$ cat src/rtl/ebm_pkg.sv
// Package: shared state type and attribute decoding for the external bus master.
// Assumes the fixed burst shapes: code 1 = 4-byte beats, 2 = 2-byte, 3 = 1-byte.
package ebm_pkg;

    typedef enum logic [2:0] {
        ST_IDLE,
        ST_REQ,
        ST_ADDR,
        ST_DATA,
        ST_DONE
    } ebm_state_t;

    // Beat width as log2 of bytes for a given burst code and single size.
    function automatic logic [1:0] beat_log(input logic [1:0] burst, input logic [1:0] size);
        case (burst)
            2'd1:    beat_log = 2'd2;
            2'd2:    beat_log = 2'd1;
            2'd3:    beat_log = 2'd0;
            default: beat_log = size;
        endcase
    endfunction

endpackage

$ cat src/rtl/ebm_ctrl.sv
// Transaction sequencer: idle, bus request, address cycle, data beats, done.
// Assumes the arbiter answers bus_req with bus_grant and the slave acks only in data beats.
module ebm_ctrl
    import ebm_pkg::*;
(
    input  logic clk,
    input  logic rst_n,
    input  logic accept,
    input  logic bus_grant,
    input  logic bus_ack,
    input  logic last_beat,
    output logic st_idle,
    output logic st_req,
    output logic st_addr,
    output logic st_data,
    output logic st_done
);

    ebm_state_t state_q, state_d;

    // Next-state selection for the transaction phases.
    always_comb begin
        state_d = state_q;
        case (state_q)
            ST_IDLE: if (accept)              state_d = ST_REQ;
            ST_REQ:  if (bus_grant)           state_d = ST_ADDR;
            ST_ADDR:                          state_d = ST_DATA;
            ST_DATA: if (bus_ack && last_beat) state_d = ST_DONE;
            ST_DONE:                          state_d = ST_IDLE;
            default:                          state_d = ST_IDLE;
        endcase
    end

    // State register with synchronous active-low reset.
    always_ff @(posedge clk) begin
        if (!rst_n) state_q <= ST_IDLE;
        else        state_q <= state_d;
    end

    assign st_idle = (state_q == ST_IDLE);
    assign st_req  = (state_q == ST_REQ);
    assign st_addr = (state_q == ST_ADDR);
    assign st_data = (state_q == ST_DATA);
    assign st_done = (state_q == ST_DONE);

endmodule

$ cat src/rtl/ebm_beat.sv
// Beat counter and beat address: loads the start address, steps by beat width per ack.
// Assumes wlog and single are stable for the whole transaction.
module ebm_beat #(
    parameter int ADDR_W     = 32,
    parameter int LINE_BYTES = 16,
    localparam int BEAT_W    = $clog2(LINE_BYTES)
) (
    input  logic              clk,
    input  logic              rst_n,
    input  logic              load,
    input  logic [ADDR_W-1:0] base_addr,
    input  logic              step,
    input  logic [1:0]        wlog,
    input  logic              single,
    output logic [BEAT_W-1:0] beat,
    output logic [ADDR_W-1:0] cur_addr,
    output logic              last_beat
);

    logic [BEAT_W-1:0] last_idx;

    // Final beat index for the latched shape.
    always_comb begin
        if (single) last_idx = '0;
        else        last_idx = BEAT_W'((LINE_BYTES >> wlog) - 1);
    end

    assign last_beat = (beat == last_idx);

    // Beat index and address update.
    always_ff @(posedge clk) begin
        if (!rst_n) begin
            beat     <= '0;
            cur_addr <= '0;
        end else if (load) begin
            beat     <= '0;
            cur_addr <= base_addr;
        end else if (step && !last_beat) begin
            beat     <= beat + 1'b1;
            cur_addr <= cur_addr + (ADDR_W'(1) << wlog);
        end
    end

endmodule

$ cat src/rtl/ebm_lanes.sv
// Data lanes: selects write bytes for the current beat and assembles read beats into a line.
// Assumes bytes use the low lanes of the bus, lane i carrying beat byte i.
module ebm_lanes #(
    parameter int BUS_BYTES  = 4,
    parameter int LINE_BYTES = 16,
    localparam int BUS_W     = 8 * BUS_BYTES,
    localparam int LINE_W    = 8 * LINE_BYTES,
    localparam int BEAT_W    = $clog2(LINE_BYTES)
) (
    input  logic              clk,
    input  logic              rst_n,
    input  logic              clear,
    input  logic              capture,
    input  logic [BEAT_W-1:0] beat,
    input  logic [1:0]        wlog,
    input  logic [LINE_W-1:0] wline,
    input  logic [BUS_W-1:0]  din,
    output logic [BUS_W-1:0]  dout,
    output logic [LINE_W-1:0] rline
);

    // Write lane selection for the current beat.
    always_comb begin
        dout = '0;
        for (int i = 0; i < BUS_BYTES; i++) begin
            if (i < (1 << wlog)) begin
                dout[8*i +: 8] = wline[8*((int'(beat) << wlog) + i) +: 8];
            end
        end
    end

    // Read line assembly on each acknowledged beat.
    always_ff @(posedge clk) begin
        if (!rst_n || clear) begin
            rline <= '0;
        end else if (capture) begin
            for (int j = 0; j < LINE_BYTES; j++) begin
                if ((j >= (int'(beat) << wlog)) && (j < ((int'(beat) << wlog) + (1 << wlog)))) begin
                    rline[8*j +: 8] <= din[8*(j - (int'(beat) << wlog)) +: 8];
                end
            end
        end
    end

endmodule

$ cat src/rtl/ext_bus_master.sv
// Arbitrated external bus master: runs one local request as request, start, data beats, done.
// Assumes one request at a time; req_size code 3 is not used for single transfers.
module ext_bus_master
    import ebm_pkg::*;
#(
    parameter int ADDR_W     = 32,
    parameter int BUS_BYTES  = 4,
    parameter int LINE_BYTES = 16,
    localparam int BUS_W     = 8 * BUS_BYTES,
    localparam int LINE_W    = 8 * LINE_BYTES,
    localparam int BEAT_W    = $clog2(LINE_BYTES)
) (
    input  logic              clk,
    input  logic              rst_n,
    input  logic              req_valid,
    output logic              req_ready,
    input  logic              req_write,
    input  logic [ADDR_W-1:0] req_addr,
    input  logic [1:0]        req_size,
    input  logic [1:0]        req_burst,
    input  logic [LINE_W-1:0] req_wdata,
    output logic              rsp_done,
    output logic [LINE_W-1:0] rsp_rdata,
    output logic              bus_req,
    input  logic              bus_grant,
    output logic              bus_start,
    output logic [ADDR_W-1:0] bus_addr,
    output logic              bus_read,
    output logic [1:0]        bus_size,
    output logic [1:0]        bus_burst,
    output logic [BUS_W-1:0]  bus_dout,
    output logic              bus_doe,
    input  logic [BUS_W-1:0]  bus_din,
    input  logic              bus_ack
);

    logic              accept;
    logic              st_idle, st_req, st_addr, st_data, st_done;
    logic              last_beat;
    logic [BEAT_W-1:0] beat;
    logic              write_q;
    logic [1:0]        wlog_q;
    logic [1:0]        burst_q;
    logic [LINE_W-1:0] wline_q;
    logic              in_data;

    assign accept  = req_valid && st_idle;
    assign in_data = st_data;

    // Request latch: direction, shape and write line held for the transaction.
    always_ff @(posedge clk) begin
        if (!rst_n) begin
            write_q <= 1'b0;
            wlog_q  <= '0;
            burst_q <= '0;
            wline_q <= '0;
        end else if (accept) begin
            write_q <= req_write;
            wlog_q  <= beat_log(req_burst, req_size);
            burst_q <= req_burst;
            wline_q <= req_wdata;
        end
    end

    ebm_ctrl u_ctrl (
        .clk       (clk),
        .rst_n     (rst_n),
        .accept    (accept),
        .bus_grant (bus_grant),
        .bus_ack   (bus_ack),
        .last_beat (last_beat),
        .st_idle   (st_idle),
        .st_req    (st_req),
        .st_addr   (st_addr),
        .st_data   (st_data),
        .st_done   (st_done)
    );

    ebm_beat #(
        .ADDR_W     (ADDR_W),
        .LINE_BYTES (LINE_BYTES)
    ) u_beat (
        .clk       (clk),
        .rst_n     (rst_n),
        .load      (accept),
        .base_addr (req_addr),
        .step      (st_data && bus_ack),
        .wlog      (wlog_q),
        .single    (burst_q == 2'd0),
        .beat      (beat),
        .cur_addr  (bus_addr),
        .last_beat (last_beat)
    );

    ebm_lanes #(
        .BUS_BYTES  (BUS_BYTES),
        .LINE_BYTES (LINE_BYTES)
    ) u_lanes (
        .clk     (clk),
        .rst_n   (rst_n),
        .clear   (accept),
        .capture (st_data && bus_ack && !write_q),
        .beat    (beat),
        .wlog    (wlog_q),
        .wline   (wline_q),
        .din     (bus_din),
        .dout    (bus_dout),
        .rline   (rsp_rdata)
    );

    assign req_ready = st_idle;
    assign bus_req   = st_req;
    assign bus_start = st_addr;
    assign bus_doe   = st_data && write_q;
    assign rsp_done  = st_done;
    assign bus_read  = !write_q;
    assign bus_size  = wlog_q;
    assign bus_burst = burst_q;

endmodule

$ cat config.mk
export PLATFORM = sky130hd
export DESIGN_NAME = ext_bus_master
export DESIGN_NICKNAME = d
export VERILOG_FILES = /design/src/rtl/ebm_pkg.sv /design/src/rtl/ebm_ctrl.sv /design/src/rtl/ebm_beat.sv /design/src/rtl/ebm_lanes.sv /design/src/rtl/ext_bus_master.sv
export SDC_FILE = /design/constraint.sdc
export NUM_CORES = 1
export LEC_CHECK = 0
export BUFFER_PORTS_ARGS = -buffer_cell sky130_fd_sc_hd__buf_4
export CELL_PAD_IN_SITES_DETAIL_PLACEMENT = 1
export CELL_PAD_IN_SITES_GLOBAL_PLACEMENT = 1
export CORE_MARGIN = 2
export CORE_UTILIZATION = 46
export CTS_BUF_LIST = sky130_fd_sc_hd__clkbuf_2
export DETAILED_ROUTE_END_ITERATION = 7
export HOLD_SLACK_MARGIN = 0.06
export PLACE_DENSITY = 0.95
export SETUP_SLACK_MARGIN = 0.15
export SLEW_MARGIN = 20
export SYNTH_ARGS = -nofsm -noshare
export SYNTH_HDL_FRONTEND = slang
export SYNTH_SLANG_ARGS = --single-unit
$ cat constraint.sdc
create_clock -name clk -period 9.7 [get_ports clk]
set_clock_uncertainty 0.2 [all_clocks]
set_input_delay 1.94 -clock clk [delete_from_list [all_inputs] [get_ports clk]]
set_output_delay 1.94 -clock clk [all_outputs]
set_load 0.005 [all_outputs]
==> results.ini <==
[clock_network]
clk_pin_slew_ps=130
clockRootBuffer=clkbuf_2
cts_resized=0
cts_buffers=81
cts.sinks=300
clock_latency_ps=1070
max-clock-path-buffers=3
post_cts_buffers=0
holdBufCountCts=0
cts_tree=done
htreeDepth=3

[route]
route.vias.total=19790
drt_pass1_iterations=8
wire_per_inst_microns=25.99
drc_errors=0
drt_iter0_drc=1995
ant_nets=0
drt_wl_total_microns=78870
drt-vias-per-instance=6.520

[logic_synthesis]
synth_area_sq_mm=0.01905
synth-seq-area-share_pct=31.52
yosys.cell_count.top_type=nand2_1
ys_async_sr_fraction_pct=0
synth_top_area_share_pct=31.52
synthTopCellsByArea=dfxtp_1, mux4_2, nand2_1, mux2i_1, a21boi_0
yosys.area.top_type=dfxtp_1
yosys_warnings=0
syn_inst=2109
ys_ff_latch=300
avgSynthCellArea_sq_um=9.034
synth.cells.most_frequent=nand2_1, dfxtp_1, a21boi_0
synth_cell_types=88
synth_edf_count=0
synth_nets=2336
ys.flop_type=dfxtp_1

[placement]
gp_congestion=0.9624
dp_hpwl_microns=57900
io_buffers=403
dpl_worst_slack_ps=2845

[global_routing]
grt_max_degree=107
grt_pass1_vias=20110
grt-ovfl-total=0
track_usage_pct=35.47
grt_antenna_before_repair=7
grt_pass1_wl_microns=119300

[timing]
tightest_slew_ps=1214
period_minus_slack_ps=8124
grt_setup_unrepaired=no
max_freq_mhz=123.1
setup_violations=0
slew_headroom_pct=19.05
drv_slew=0
finalHoldViolations=0
holdWs_ps=257.1
setup_slack_ps=1576
setup_tns_ps=0
min_period_over_period_pct=83.75

[hold_path]
hp-class=reg -> reg

[worst_setup_path]
cp_max_fo=57
endpoint=bus_dout[21]
cp_common_cell=buf_4
reg2reg_slack_ps=4290
reg2reg_from=u_beat.beat[0]
rr_worst_depth=9
path_cells=buf_4 > mux2i_1 > nor2_4 > inv_2 > buf_4 > ha_1 > nor4bb_1 > o21ai_1 > xor2_1 > or3_1 > a21oi_1 > and3_1 > buf_4
critPathLaunchType=flip-flop
critPathLaunch=bus_size[0]
crit_path_top_delay_cell=a21oi_1
crit_path_end_kind=primary output
reg2reg_to=u_lanes.rline[39]
cp_slowest_stage_delay_ps=890
path_class=reg -> out
cp_data_arrival_time_ps=5980
required_ps=7560

[finish]
fin_nets=2667
multi_input_area_sq_mm=0.01222
syn_to_final_growth_pct=20.27
drive_gt1_share_pct=29.69
num-fill-cells=4865
final_util_pct=56.12
register_area_sq_mm=0.006006

[die]
num_rows=74
io_pins=404
fp.dieH_microns=207.5
core_sq_mm=0.04083
die_w_microns=207.5
start_util_pct=46.66
die_area_sq_mm=0.04306

[pwr]
switchingPower_uw=934.8
p_clk_share_pct=33.4
switching_share_pct=33.00
finalPower_uw=2833
p_leak_uw=0.008806
power_density_mw_per_mm2=123.6
ir_drop_mv=0.07015
p_seq_share_pct=48.9
internal_power_uw=1898
p_comb_share_pct=17.7

[status]
outcome=complete, no violations

[run]
max_cap_viol_count=0

-- cells by family after synthesis --
family	count (synthesis)	synth area share [%]
AO/OA/AOI/OAI	551	20.55
XOR/XNOR	36	1.734
adder cells (fa/ha/maj)	25	1.721
buffers and inverters	195	4.663
flip-flops	300	31.52
multiplexers	254	21.93
AND/OR/NAND/NOR	748	17.88
-- placed cells by master, fill, tap and decap left out, types with 10 or more instances in the layout --
master | synthesis | layout
nand2_1 | 450 | 447
buf_4 | 12 | 425
dfxtp_1 | 300 | 300
a21boi_0 | 132 | 132
mux4_2 | 128 | 128
clkbuf_2 | 0 | 109
mux2i_1 | 105 | 105
a21oi_1 | 101 | 101
o21ai_0 | 86 | 86
nand3_1 | 84 | 84
nor2_1 | 40 | 40
a211oi_1 | 34 | 34
nand4_1 | 32 | 32
a31oi_1 | 31 | 31
xnor2_1 | 27 | 27
and3_1 | 26 | 26
clkinv_1 | 1 | 24
nand2b_1 | 23 | 23
a221oi_1 | 23 | 23
a32o_1 | 23 | 23
ha_1 | 23 | 20
mux2_2 | 19 | 19
nor2b_1 | 18 | 18
o22ai_1 | 18 | 18
o31ai_1 | 15 | 14
a2111oi_0 | 14 | 14
inv_1 | 13 | 13
nor3_1 | 14 | 13
and2_1 | 14 | 12
a21o_1 | 10 | 10
-- how the worst min path moves through the flow --
stage,end,slack (ps),cells after the start,startpoint
detailed placement,u_lanes.rline[57],250,2,u_lanes.rline[57]
CTS,u_lanes.rline[57],260,2,u_lanes.rline[57]
finish,u_lanes.rline[57],260,2,u_lanes.rline[57]
floorplan,u_lanes.rline[56],250,2,u_lanes.rline[56]
global placement,u_lanes.rline[62],240,2,u_lanes.rline[62]
global route,u_lanes.rline[57],290,2,u_lanes.rline[57]
-- through the flow --
stage	cell area [sq um]	std cells
3_5_place_dp	22130	2889
3_3_place_gp	22130	2889
4_1_cts	22880	3028
5_1_grt	22910	3031
6_report	22920	3035
2_1_floorplan	19050	2109
-- critical path: cells and delay by family (launching register included) --
family	cells	cell delay [ps]
simple gates	4	1290
compound gates	2	1080
flops	1	360
xor+xnor	1	200
fa+ha+maj	1	330
buf+inv	4	1140
mux	1	480
-- registers in the layout, indices dropped and copies added, names as in the netlist --
signal           cells
u_beat.beat          4
wline_q            128
u_lanes.rline      128
bus_size             2
u_ctrl.state_q       3
write_q              1
bus_burst            2
u_beat.cur_addr     32
-- final cells by class --
type	instances	share of cell area [%]
inverters	18	0.3167
clock inverters	30	0.8627
multi-input cells	1614	53.33
clock buffers	109	2.381
flip-flops and latches	300	26.21
well taps	532	2.905
repair buffers	425	13.92
diodes	7	0.07644
-- layer usage --
metal / vias up / wire length (microns) / track usage [%] / share of wire, %
li1: 8550 / - / - / -
met1: 9665 / 28800 / 41.77 / 37
met2: 1226 / 37750 / 58.79 / 48
met3: 348 / 6945 / 7.852 / 8.8
met4: 0 / 5377 / 22.27 / 6.8
met5: - / 0 / 0 / 0
-- power by group through the flow --
stage          clock network (uW)  logic (uW)  registers (uW)
2_1_floorplan                   0         287            1360
3_3_place_gp                    0         472            1400
3_5_place_dp                    0         491            1410
4_1_cts                       970         495            1380
5_1_grt                      1030         538            1390
6_report                      947         502            1380
Power figures use the tool's default switching activity.
